[config.mk]
export PLATFORM = sky130hd
export DESIGN_NAME = rxbuf_rdport
export DESIGN_NICKNAME = d
export VERILOG_FILES = /design/src/rtl/rxbuf_rd_pkg.sv /design/src/rtl/rxbuf_rd_ptr.sv /design/src/rtl/rxbuf_rd_fmt.sv /design/src/rtl/rxbuf_rd_out.sv /design/src/rtl/rxbuf_rdport.sv
export SDC_FILE = /design/constraint.sdc
export NUM_CORES = 1
export LEC_CHECK = 0
export ABC_AREA = 1
export ABC_CLOCK_PERIOD_IN_PS = 2600
export BUFFER_PORTS_ARGS = -buffer_cell sky130_fd_sc_hd__buf_2
export CAP_MARGIN = 20
export CORE_MARGIN = 5
export CORE_UTILIZATION = 45
export DETAILED_ROUTE_END_ITERATION = 7
export PLACE_DENSITY = 0.75
export SYNTH_ARGS = -nofsm -noshare
export SYNTH_HDL_FRONTEND = slang
export SYNTH_HIERARCHICAL = 1
export SYNTH_SLANG_ARGS = --single-unit
[constraint.sdc]
create_clock -name clk -period 2.6 [get_ports clk]
set_input_delay 0.26 -clock clk [delete_from_list [all_inputs] [get_ports clk]]
set_output_delay 0.26 -clock clk [all_outputs]
set_load 0.05 [all_outputs]
[src/rtl/rxbuf_rd_pkg.sv]
package rxbuf_rd_pkg;
  localparam int PTR_W  = 16;
  localparam int DATA_W = 16;

  typedef enum logic [1:0] {
    BUS_W16  = 2'b00,
    BUS_W32  = 2'b01,
    BUS_W8   = 2'b10,
    BUS_RSVD = 2'b11
  } bus_mode_e;

  localparam logic [7:0] IDX_PEEK   = 8'hF0;
  localparam logic [7:0] IDX_POP    = 8'hF2;
  localparam logic [7:0] IDX_PTR_LO = 8'hF4;
  localparam logic [7:0] IDX_PTR_HI = 8'hF5;
  localparam logic [7:0] IDX_STAT   = 8'hFE;

  typedef struct packed {
    logic [DATA_W-1:0] data;
    logic              adv;
    logic              step2;
  } rd_result_t;
endpackage

[src/rtl/rxbuf_rd_ptr.sv]
module rxbuf_rd_ptr
  import rxbuf_rd_pkg::*;
#(
  parameter int RING_BASE  = 0,
  parameter int RING_BYTES = 16384
) (
  input  logic             clk,
  input  logic             rst_n,
  input  logic             adv,
  input  logic             step2,
  output logic [PTR_W-1:0] ptr_q,
  output logic [PTR_W-1:0] ptr_p1
);
  localparam logic [PTR_W:0]   END_V  = (PTR_W+1)'(RING_BASE + RING_BYTES);
  localparam logic [PTR_W:0]   SIZE_V = (PTR_W+1)'(RING_BYTES);
  localparam logic [PTR_W-1:0] BASE_V = PTR_W'(RING_BASE);

  function automatic logic [PTR_W-1:0] ring_add(input logic [PTR_W-1:0] p,
                                                 input logic [1:0] k);
    logic [PTR_W:0] s;
    s = {1'b0, p} + {{(PTR_W-1){1'b0}}, k};
    if (s >= END_V) s = s - SIZE_V;
    return s[PTR_W-1:0];
  endfunction

  logic [PTR_W-1:0] ptr_d;

  assign ptr_p1 = ring_add(ptr_q, 2'd1);

  always_comb begin
    ptr_d = ptr_q;
    if (adv) ptr_d = ring_add(ptr_q, step2 ? 2'd2 : 2'd1);
  end

  always_ff @(posedge clk) begin
    if (!rst_n) ptr_q <= BASE_V;
    else        ptr_q <= ptr_d;
  end
endmodule

[src/rtl/rxbuf_rd_fmt.sv]
module rxbuf_rd_fmt
  import rxbuf_rd_pkg::*;
(
  input  logic [7:0]       idx,
  input  logic [1:0]       mode,
  input  logic [PTR_W-1:0] ptr,
  input  logic [7:0]       b_lo,
  input  logic [7:0]       b_hi,
  output rd_result_t       res
);
  logic              wide;
  logic [DATA_W-1:0] pair;

  assign wide = (mode != BUS_W8);
  assign pair = wide ? {b_hi, b_lo} : {8'h00, b_lo};

  always_comb begin
    res = '0;
    case (idx)
      IDX_PEEK:   res.data = pair;
      IDX_POP: begin
        res.data  = pair;
        res.adv   = 1'b1;
        res.step2 = wide;
      end
      IDX_PTR_LO: res.data = {8'h00, ptr[7:0]};
      IDX_PTR_HI: res.data = {8'h00, ptr[15:8]};
      IDX_STAT:   res.data = {8'h00, mode, 6'b000000};
      default:    res = '0;
    endcase
  end
endmodule

[src/rtl/rxbuf_rd_out.sv]
module rxbuf_rd_out
  import rxbuf_rd_pkg::*;
(
  input  logic              clk,
  input  logic              rst_n,
  input  logic              load,
  input  logic [DATA_W-1:0] din,
  input  logic              rsp_ready,
  output logic              rsp_valid,
  output logic [DATA_W-1:0] rsp_data,
  output logic              can_take
);
  assign can_take = !rsp_valid || rsp_ready;

  always_ff @(posedge clk) begin
    if (!rst_n) begin
      rsp_valid <= 1'b0;
      rsp_data  <= '0;
    end else if (load) begin
      rsp_valid <= 1'b1;
      rsp_data  <= din;
    end else if (rsp_ready) begin
      rsp_valid <= 1'b0;
    end
  end
endmodule

[src/rtl/rxbuf_rdport.sv]
module rxbuf_rdport
  import rxbuf_rd_pkg::*;
#(
  parameter int RING_BASE  = 0,
  parameter int RING_BYTES = 16384
) (
  input  logic        clk,
  input  logic        rst_n,
  input  logic        idx_wr,
  input  logic [7:0]  idx_data,
  input  logic        req_valid,
  output logic        req_ready,
  output logic        rsp_valid,
  input  logic        rsp_ready,
  output logic [15:0] rsp_data,
  input  logic [1:0]  bus_mode,
  output logic [15:0] mem_addr_lo,
  output logic [15:0] mem_addr_hi,
  input  logic [7:0]  mem_byte_lo,
  input  logic [7:0]  mem_byte_hi
);
  logic [7:0]       idx_q;
  logic             accept;
  logic [PTR_W-1:0] ptr_q;
  logic [PTR_W-1:0] ptr_p1;
  rd_result_t       res;

  always_ff @(posedge clk) begin
    if (!rst_n)      idx_q <= 8'h00;
    else if (idx_wr) idx_q <= idx_data;
  end

  assign accept      = req_valid && req_ready;
  assign mem_addr_lo = ptr_q;
  assign mem_addr_hi = ptr_p1;

  rxbuf_rd_ptr #(.RING_BASE(RING_BASE), .RING_BYTES(RING_BYTES)) u_ptr (
    .clk    (clk),
    .rst_n  (rst_n),
    .adv    (accept && res.adv),
    .step2  (res.step2),
    .ptr_q  (ptr_q),
    .ptr_p1 (ptr_p1)
  );

  rxbuf_rd_fmt u_fmt (
    .idx  (idx_q),
    .mode (bus_mode),
    .ptr  (ptr_q),
    .b_lo (mem_byte_lo),
    .b_hi (mem_byte_hi),
    .res  (res)
  );

  rxbuf_rd_out u_out (
    .clk       (clk),
    .rst_n     (rst_n),
    .load      (accept),
    .din       (res.data),
    .rsp_ready (rsp_ready),
    .rsp_valid (rsp_valid),
    .rsp_data  (rsp_data),
    .can_take  (req_ready)
  );
endmodule

-- Word level (Yosys, flattened, before mapping)
Cells that the tools add are included.
- reductions and logical operators: 6
- add/sub/neg operators: 4
- $lt $le $gt $ge: 2
- equality and inequality tests: 6
- mux-type cells: 8
- operators with widths (operator ; count):
    $pmux 16 s4 ; 1
    $mux 16 ; 3
    $eq 8x8->1 const B ; 5
    $ge 17x15->1 const B ; 2
    $sub 16x15->16 const B ; 2
    $add 16x1->17 const B ; 1
    $add 16x2->17 ; 1
    $mux 2 ; 2
    $logic_and 1x1->1 ; 2
    $mux 1 ; 2
    $ne 2x2->1 const B ; 1
    $reduce_bool 2->1 ; 1
    $reduce_or 2->1 ; 1
    $logic_not 1->1 ; 1
    $logic_or 1x1->1 ; 1
- input bits: 31
- register bits after elaboration: 41
- logic and storage cells: 30
- output and inout port bits: 50

-- Longest topological paths before layout
- depth in word-level cells: 6
- mapped depth: 23
- mapped depth without buffers: 23

-- Hierarchy
The synthesis kept the hierarchy.
- by module, submodules not included (module ; times used ; sequential area each (sq um) ; cells an instance ; area each (sq um)):
    rxbuf_rd_ptr ; 1 ; 320.3 ; 247 ; 1486.4
    rxbuf_rd_out ; 1 ; 340.3 ; 73 ; 588.1
    rxbuf_rd_fmt ; 1 ; 0.0 ; 82 ; 397.9
    rxbuf_rdport ; 1 ; 160.2 ; 55 ; 371.6

-- Least setup slack after synthesis
No wires, ideal clock.
- path kind: reg2out
- from: reg u_ptr.ptr_q[1]
- to: out mem_addr_hi[14]
- buffers on the path: 0
- data arrival time: 2.759 ns
- cell stages (with the launch flop): 10
- data required time: 2.340 ns
- path slack: -0.419 ns
- path through: dfxtp_1 > ha_1 > nand3_1 > nor2_1 > xor2_1 > nor3_1 > nand3b_1 > nor2_1 > nor2_1 > nor2_1
- word-level cells in the longest chain between the ends: 3
- elaborated cells on any way between the ends: 4
- classes of those cells: 2 x add/sub; 1 x order compare; 1 x mux
- ends and longest elaborated chain (element ; line ; text):
    from (decl) ; rxbuf_rd_ptr.sv:11 ; output logic [PTR_W-1:0] ptr_q,
    from (signal assigned) ; rxbuf_rd_ptr.sv:37 ; else ptr_q <= ptr_d;
    $add 16x1->17 (*) ; rxbuf_rd_ptr.sv:21 ; s = {1'b0, p} + {{(PTR_W-1){1'b0}}, k};
    $sub 16x15->16 / $ge 17x15->1 (equally long branches) ; rxbuf_rd_ptr.sv:22 ; if (s >= END_V) s = s - SIZE_V;
    $mux 16 (*) ; rxbuf_rd_ptr.sv:22 ;
    to (decl) ; rxbuf_rdport.sv:18 ; output logic [15:0] mem_addr_hi,
Mark *: on every way between the ends. The rest lies on a longest branch, timed or not.

==> flow_summary.ini <==
[grt]
grt_pass1_vias = 3292
grt_pass1_wl_mm = 14.5
grt_use_total_pct = 22.9
gr-usage-met3_pct = 5.53
grt-ovfl-total = 0
gr-max-usage-layer = met2
grt_max_degree = 38
use_met2_pct = 40.9
antenna_found_initial = 0
grt_use_met1_pct = 26.4

[place]
gp_congestion = 0.920
place_hpwl_mm = 6.75
numPortBuffers = 80

[final_layout]
multiInputGateArea_mm2 = 0.00185
fin_nets = 619
regArea_um2 = 872
n_antenna_cell = 0
area_delta_synth_final_pct = 41.2
fill_cells = 592
final_layout_size_suffix_gt1_share_pct = 39.5

[critical_path]
cp.arrival_ns = 3.04
r2r_start = idx_q[0]
worstSetupStartpoint = idx_q[0]
path_class = flip-flop to flip-flop
crit_path_end_kind = flip-flop
startpoint_type = flip-flop
cp.required_ns = 2.83
worst-path-max-fanout = 2

[synthesis]
synth_seq_cells = 41
synth_area_leaders = dfxtp_1 (29%), nand2_1 (11%), nand3_1 (11%)
synth_fp_nets = 494
yosysSeqAreaShare_pct = 28.9
yosysWarnings = 6
synth-edff-count = 0
synth_top_area_share_pct = 28.9
synth_common_cells = nand2_1 (87), nor2_1 (78), inv_1 (63)
synth_flop_cell = dfxtp_1
netlist.top_cell.by_area = dfxtp_1
async_flop_share_pct = 0
syn-cell-area_mm2 = 0.00284
synth.most_common_cell = nand2_1
syn_inst = 457
synth_cell_types = 27
syn_avg_cell_area_um2 = 6.22

[pwr]
power.density_mw_per_mm2 = 334
power.total_uw = 1340
leakage_uw = 0.00208
worst_ir_drop_vdd_mv = 0.431

[detailed_routing]
drc = 0
dr_total_vias = 3444
drt_wl_total_mm = 9.03
avgViaCountPerCell = 5.22
ant_nets = 0
post_drt_wl_per_cell_um = 13.7
first_iter_violations = 251
first_pass_iters = 5

[clock_tree]
cts.sinks = 41
insertion_delay_ns = 0.30
numCtsBuffers = 5
cts_tree = built
clk_pin_slew_ns = 0.09
clk_root_buffer_cell = clkbuf_8
clock_path_buffers = 2
htreeDepth = 2

[floorplan]
core_area_mm2 = 0.00624
die_h_um = 89.5
io_pins = 81
row_count = 29
initial_core_util_pct = 45.6
die_w_um = 89.5
dieArea_mm2 = 0.00801

[sta]
maxSlewViolCount = 0
setup_viol = 3
fmax_mhz = 356
hold_ws_ns = 0.244
worst_pin_slew_ns = 0.458
finalWorstSetupSlack_ns = -0.207
slew_headroom_pct = 69.4
finClkSkew_ns = 0.0101
min_period_ns = 2.81
post-route-period-util_pct = 108
grt_setup_unrepaired = yes
hold_viol = 0

[hold_path]
min-delay-start = idx_data[0]
hold_path.class = input pin to flip-flop

[status]
violations = setup timing
status = finished with violations

[job]
cap_violations = 0
path summary, 6_finish.rpt:
path	endpoint	cells past startpoint	slack, ns
worst max-delay path	u_ptr/ptr_q[15]	21	-0.21
worst min-delay path	idx_q[0]	5	0.24
worst max register to register	u_ptr/ptr_q[15]	21	-0.21
worst min register to register	idx_q[5]	2	0.47
cells in the final DEF, fill, tap and decap left out, types with 11 or more instances in the layout:
master	n
buf_2	78
nand3_1	58
o21ai_0	25
nand2_2	14
nor2_2	17
buf_4	52
dfxtp_2	11
nand2_1	79
dfxtp_1	20
nor2_1	66
inv_1	58
state kept, by name, indices dropped and copies added, names as in the netlist:
| register | count |
|---|---|
| idx_q | 8 |
| u_out/rsp_data | 16 |
| u_out/rsp_valid | 1 |
| u_ptr/ptr_q | 16 |
where the power goes:
| part | switching [uW] | internal [uW] | leakage [uW] |
|---|---|---|---|
| sequential | 13.0 | 643 | 0.000348 |
| combinational | 150 | 66.1 | 0.00168 |
| clock | 228 | 240 | 0.0000542 |
| total | 391 | 949 | 0.00208 |
critical path, cell delays in order (launching register included):
cell and delay [ns]:
dfxtp_2 0.33, inv_2 0.06, nand2_2 0.06, nor2_4 0.09, nand2_2 0.09, nor3_4 0.14
inv_2 0.09, fa_2 0.42, nor2_4 0.11, nand2_2 0.08, nor2_2 0.14, xor2_1 0.09
inv_1 0.08, ha_2 0.17, nand3_2 0.07, nor2_2 0.09, nand2_1 0.07, nor2_1 0.08
nand3_1 0.09, o21bai_2 0.15, nand2_1 0.10, a21oi_2 0.12
metrics by stage:
step | setup TNS (ns) | utilization (%) | setup WS [ns] | cells | instance area (um^2)
final | -0.414 | 64.4 | -0.207 | 660 | 4020
after global routing | -1.02 | 64.4 | -0.383 | 660 | 4020
after CTS | -0.455 | 61.0 | -0.142 | 649 | 3810
after detailed placement | -0.380 | 57.8 | -0.193 | 633 | 3610
after global placement | -0.0491 | 57.8 | -0.0253 | 633 | 3610
after floorplan | -0.112 | - | -0.0559 | 457 | 2970
final cells by class:
type | count | area share, %
Timing Repair Buffer | 135 | 21.0
Clock buffer | 7 | 2.40
Multi-Input combinational cell | 333 | 46.2
Sequential cell | 41 | 21.7
Inverter | 66 | 6.17
Tap cell | 77 | 2.40
Clock inverter | 1 | 0.125
repair_timing:
action,CTS,global route
buffers inserted,8,11
hold buffers,0,0
pin swaps,6,11
gates resized for setup,16,41
endpoints found under the setup margin,4,4
kinds of logic after synthesis:
group | after synthesis | synth area share [%]
AND/OR/NAND/NOR | 269 | 42.2
buffers and inverters | 83 | 13.2
AO/OA/AOI/OAI | 45 | 8.75
flip-flops | 41 | 28.9
XOR/XNOR | 13 | 4.00
adder cells (fa/ha/maj) | 6 | 2.90
metal layers:
layer / share of wire, % / routed length, um
met3: 8.6 / 772
met4: 2.5 / 223
met5: 0 / 0
met1: 41 / 3680
met2: 48 / 4350
Power figures use the tool's default switching activity.
